File: src/rtl/cap_timer.sv
module cap_timer #(
  parameter int CW = 16,
  parameter int DW = 32,
  parameter int AW = 4
) (
  input  logic          clk,
  input  logic          rst_n,
  input  logic          tick_i,
  input  logic          sync_i,
  input  logic          in_a_i,
  input  logic          in_b_i,
  input  logic          bus_wr_i,
  input  logic          bus_rd_i,
  input  logic [AW-1:0] bus_addr_i,
  input  logic [DW-1:0] bus_wdata_i,
  output logic [DW-1:0] bus_rdata_o,
  output logic          irq_o
);
  localparam int MW = 10;
  localparam int NF = 8;
  localparam logic [AW-1:0] A_CMD  = AW'(0);
  localparam logic [AW-1:0] A_MODE = AW'(1);
  localparam logic [AW-1:0] A_CNT  = AW'(2);
  localparam logic [AW-1:0] A_CAPA = AW'(3);
  localparam logic [AW-1:0] A_CAPB = AW'(4);
  localparam logic [AW-1:0] A_CMPC = AW'(5);
  localparam logic [AW-1:0] A_STAT = AW'(6);
  localparam logic [AW-1:0] A_ISET = AW'(7);
  localparam logic [AW-1:0] A_ICLR = AW'(8);
  localparam logic [AW-1:0] A_IMSK = AW'(9);
  localparam logic [CW-1:0] CMAX   = '1;

  logic [CW-1:0] cnt, ra, rb, rc;
  logic [MW-1:0] mode;
  logic [NF-1:0] flags, mask, ev;
  logic clk_en, running, pend, a_done, a_unr, b_unr, a_q, b_q;

  function automatic logic edge_hit(input logic [1:0] sel, input logic cur, input logic prev);
    return (sel[0] & cur & ~prev) | (sel[1] & ~cur & prev);
  endfunction

  wire cmd_wr = bus_wr_i && bus_addr_i == A_CMD;
  wire rd_st  = bus_rd_i && bus_addr_i == A_STAT;
  wire rd_a   = bus_rd_i && bus_addr_i == A_CAPA;
  wire rd_b   = bus_rd_i && bus_addr_i == A_CAPB;

  wire src    = mode[2] ? in_b_i : in_a_i;
  wire src_q  = mode[2] ? b_q : a_q;
  wire ext_ev = edge_hit(mode[1:0], src, src_q);

  wire           cnt_en  = tick_i & clk_en & running;
  wire [CW-1:0]  cnt_nxt = pend ? '0 : cnt + CW'(1);
  wire           cmp_ev  = cnt_en && cnt_nxt == rc;
  wire           ovf_ev  = cnt_en && !pend && cnt == CMAX;
  wire           trig    = (cmd_wr & bus_wdata_i[2]) | sync_i | ext_ev | (cmp_ev & mode[3]);

  wire ld_a   = edge_hit(mode[5:4], in_a_i, a_q) & ~a_done;
  wire ld_b   = edge_hit(mode[7:6], in_a_i, a_q) & a_done;
  wire ovr_ev = (ld_a & a_unr) | (ld_b & b_unr);

  wire en_nxt = (cmd_wr & bus_wdata_i[1]) | (ld_b & mode[9]) ? 1'b0 :
                (cmd_wr & bus_wdata_i[0]) ? 1'b1 : clk_en;

  assign ev    = {ext_ev, ld_b, ld_a, cmp_ev, 2'b00, ovr_ev, ovf_ev};
  assign irq_o = |(flags & mask);

  always_ff @(posedge clk or negedge rst_n) begin
    if (!rst_n) begin
      cnt <= '0; ra <= '0; rb <= '0; rc <= '0;
      mode <= '0; flags <= '0; mask <= '0;
      clk_en <= 1'b0; running <= 1'b0; pend <= 1'b0;
      a_done <= 1'b0; a_unr <= 1'b0; b_unr <= 1'b0;
      a_q <= 1'b0; b_q <= 1'b0;
    end else begin
      a_q <= in_a_i;
      b_q <= in_b_i;
      if (cnt_en) cnt <= cnt_nxt;
      pend   <= trig | (pend & ~cnt_en);
      clk_en <= en_nxt;
      if (trig && en_nxt)        running <= 1'b1;
      else if (ld_b && mode[8])  running <= 1'b0;
      if (trig)      a_done <= 1'b0;
      else if (ld_a) a_done <= 1'b1;
      else if (ld_b) a_done <= 1'b0;
      if (ld_a) ra <= cnt;
      if (ld_b) rb <= cnt;
      a_unr <= ld_a | (a_unr & ~rd_a);
      b_unr <= ld_b | (b_unr & ~rd_b);
      flags <= (rd_st ? '0 : flags) | ev;
      if (bus_wr_i && bus_addr_i == A_MODE) mode <= bus_wdata_i[MW-1:0];
      if (bus_wr_i && bus_addr_i == A_CMPC) rc <= bus_wdata_i[CW-1:0];
      if (bus_wr_i && bus_addr_i == A_ISET) mask <= mask | bus_wdata_i[NF-1:0];
      if (bus_wr_i && bus_addr_i == A_ICLR) mask <= mask & ~bus_wdata_i[NF-1:0];
    end
  end

  always_comb begin
    case (bus_addr_i)
      A_MODE:  bus_rdata_o = DW'(mode);
      A_CNT:   bus_rdata_o = DW'(cnt);
      A_CAPA:  bus_rdata_o = DW'(ra);
      A_CAPB:  bus_rdata_o = DW'(rb);
      A_CMPC:  bus_rdata_o = DW'(rc);
      A_STAT:  bus_rdata_o = {{(DW-19){1'b0}}, in_b_i, in_a_i, clk_en, 8'd0, flags};
      A_IMSK:  bus_rdata_o = DW'(mask);
      default: bus_rdata_o = '0;
    endcase
  end
endmodule

File: config.mk
export PLATFORM = sky130hd
export DESIGN_NAME = cap_timer
export DESIGN_NICKNAME = d
export VERILOG_FILES = /design/src/rtl/cap_timer.sv
export SDC_FILE = /design/constraint.sdc
export NUM_CORES = 1
export LEC_CHECK = 0
export ABC_AREA = 0
export CAP_MARGIN = 15
export CORE_MARGIN = 3
export CORE_UTILIZATION = 57
export CTS_CLUSTER_DIAMETER = 60
export DETAILED_ROUTE_END_ITERATION = 10
export HOLD_SLACK_MARGIN = 0.03
export PLACE_DENSITY = 0.83
export RECOVER_POWER = 25
export SLEW_MARGIN = 0
export SYNTH_ARGS = -nofsm -noshare
export SYNTH_HDL_FRONTEND = slang
export SYNTH_SLANG_ARGS = --single-unit
File: constraint.sdc
create_clock -name clk -period 5.73 [get_ports clk]
set_clock_uncertainty 0.15 [all_clocks]
set_input_delay 0.573 -clock clk [delete_from_list [all_inputs] [get_ports clk]]
set_output_delay 0.573 -clock clk [all_outputs]
set_load 0.05 [all_outputs]
==> flow_metrics.tcl <==
set metrics [dict create \
    max_cap_violations 1 \
    synthCells 546 \
    hold_path.class "reg2reg" \
    ys_top_cells_by_area "dfrtp_1 (45%), mux2_2 (8.9%), nand2_1 (5.7%)" \
    worstPathArrival_ns 3.51 \
    failed_checks "max-capacitance violations, max-slew violations" \
    antennaDiodeCount 0 \
    initial_core_util_pct 59.84 \
    first_global_vias 4651 \
    cts_resized 0 \
    worstPathRequired_ns 5.01 \
    core-area_um2 8891 \
    via_per_inst 6.702 \
    port_buffers 47 \
    clock_sinks 96 \
    peakVddDrop_v 0.0001713 \
    timing.final.ws_setup_ns 1.492 \
    die-height_um 102.6 \
    routedWlPerCell_um 21.27 \
    synth_top_cell_by_area "dfrtp_1" \
    yosysUniqueCellTypes 63 \
    netlist_area_um2 5320 \
    synth_area_per_cell_um2 9.744 \
    maxSlewViolCount 42 \
    dpl.hpwl_um 9997 \
    yosys_most_used_dff "dfrtp_1" \
    status "finished with violations" \
    drt_pass1_iterations 5 \
    gp_congestion 0.9324 \
    io_pins 77 \
    period_needed_ns 4.238 \
    track_usage_pct 29.58 \
    setup_violations 0 \
    ctsRootBufferMaster "clkbuf_8" \
    cts_hold_buf 0 \
    ys_seq_elements 96 \
    path_class "in2out" \
    synth_top_area_share_pct 45.16 \
    yosysMostFrequentCell "dfrtp_1" \
    die_x_um 102.6 \
    drive_above_1_share_pct 14.63 \
    endpoint_kind "output pin" \
    fin_crit_sh_pct 73.96 \
    grt_setup_unrepaired "false" \
    gr-total-overflow 0 \
    cts_setup_buffers 0 \
    ant_nets 0 \
    hold_viol 0 \
    max_slew.worst_pin.slew_ns 2.253 \
    p_per_area_nw_per_um2 283.4 \
    die_area_um2 10530 \
    antenna_found_initial 0 \
    fillCellCount 656 \
    drc_errors 0 \
    finalHoldWorstSlack_ns 0.3329 \
    cts_tree "done" \
    drtIter0Drc 478 \
    cts_max_level 3 \
    synth_common_cells "dfrtp_1 (96), nand2_1 (81), mux2_2 (42)" \
    crit_path_start_kind "primary input" \
    synthArstFlopShare_pct 100.0 \
    totalWireLength_um 14650 \
    setup_tns_ns 0 \
    pre_cts_ws_ns 1.575 \
    fmax_ghz 0.2360 \
    worstPathMaxFanout 10 \
    rows 34 \
    synth_edf_count 0 \
    area_growth_pct 12.65 \
    numCtsBuffers 9 \
    clock_latency_ns 0.37 \
    power_leakage_nw 2.537 \
    grt_pass1_wl_um 23860 \
    ys_warn_count 0 \
    max-slew-margin-rel_pct -50.17 \
    grt_max_degree 57 \
    vias 4618 \
    nets 621 \
    path_clk_slew_ns 0.09 \
    seq_area_frac_synth_pct 45.16 \
    cts_max_path_buffers 2 \
]
-- critical path, stage by stage --
cell and delay (ns):
clkdlybuf4s50_1 0.64, nand2b_1 0.18, nor3_2 0.70, buf_4 0.33, a222oi_1 0.10, nand3_1 0.17
clkdlybuf4s50_1 0.82
-- metal layers --
layer  wire length [µm]  global-route usage [%]
met5                  0                       0
met4                641                   16.25
met3               1254                   5.548
met2               6883                   44.94
met1               5874                   40.15
-- cell families (layout without fill, tap and decap cells) --
logic type | Yosys count | after routing | synth area share, %
buf+inv | 60 | 83 | 5.856
flops | 96 | 96 | 45.16
mux | 49 | 49 | 10.21
compound gates | 140 | 140 | 18.37
simple gates | 185 | 185 | 17.54
xor+xnor | 14 | 14 | 2.563
fa+ha+maj | 1 | 1 | 0.2351
other cells | 1 | 13 | 0.07049
-- report_power, final --
| part | total, mW | internal (mW) | switching, mW |
|---|---|---|---|
| Clock | 0.470 | 0.210 | 0.260 |
| Sequential | 0.864 | 0.762 | 0.101 |
| Combinational | 0.365 | 0.151 | 0.215 |
-- flip-flops by register name, summed over array words and instances (netlist names), named ones only --
name     cells
clk_en       1
a_q          1
a_unr        1
flags        6
b_unr        1
b_q          1
cnt         16
a_done       1
pend         1
ra          16
rb          16
mode        10
running      1
rc          16
-- layout by cell type, fill, tap and decap left out, drive strengths merged, types with 3 or more instances in the layout --
cell / n
a21o: 4
a21oi: 26
a222oi: 9
a22oi: 37
a31oi: 3
and2: 6
buf: 9
clkbuf: 11
clkdlybuf4s50: 44
clkinv: 4
conb: 13
dfrtp: 96
inv: 11
mux2: 42
mux2i: 7
nand2: 81
nand2b: 6
nand3: 20
nand4: 7
nor2: 25
nor2b: 4
nor3: 13
nor3b: 4
nor4: 5
o21ai: 31
o31ai: 6
o32ai: 3
o41ai: 3
or3: 4
xnor2: 9
xor2: 4
-- final timing paths --
check                                   start        endpoint  slack, ns  cells past startpoint
worst max-delay path            bus_addr_i[2]  bus_rdata_o[4]       1.49                      7
worst min-delay path                   rb[14]          rb[14]       0.33                      2
worst max register to register         cnt[0]         running       2.53                      8
worst min register to register         rb[14]          rb[14]       0.33                      2
max in group asynchronous               rst_n          ra[10]       2.36                      2
min in group asynchronous               rst_n         mode[0]       0.71                      1
-- metrics by stage --
stage / cells / total power [mW] / utilization (%) / instance area (µm²)
detailed placement: 673 / 1.233 / 65.09 / 5787
finish: 689 / 1.699 / 67.41 / 5993
global placement: 673 / 1.213 / 65.09 / 5787
global route: 689 / 1.773 / 67.41 / 5993
floorplan: 558 / 1.103 / - / 5365
CTS: 689 / 1.695 / 67.48 / 6000
-- area by class of cell --
type	instances	area (µm²)	share of cell area [%]
clock inverters	7	88.84	1.482
flip-flops and latches	96	2402	40.08
repair buffers	57	536.8	8.956
multi-input cells	402	2669	44.53
clock buffers	9	123.9	2.067
inverters	10	37.54	0.6263
well taps	108	135.1	2.255
Note: power is estimated with default switching activity, not from simulation.
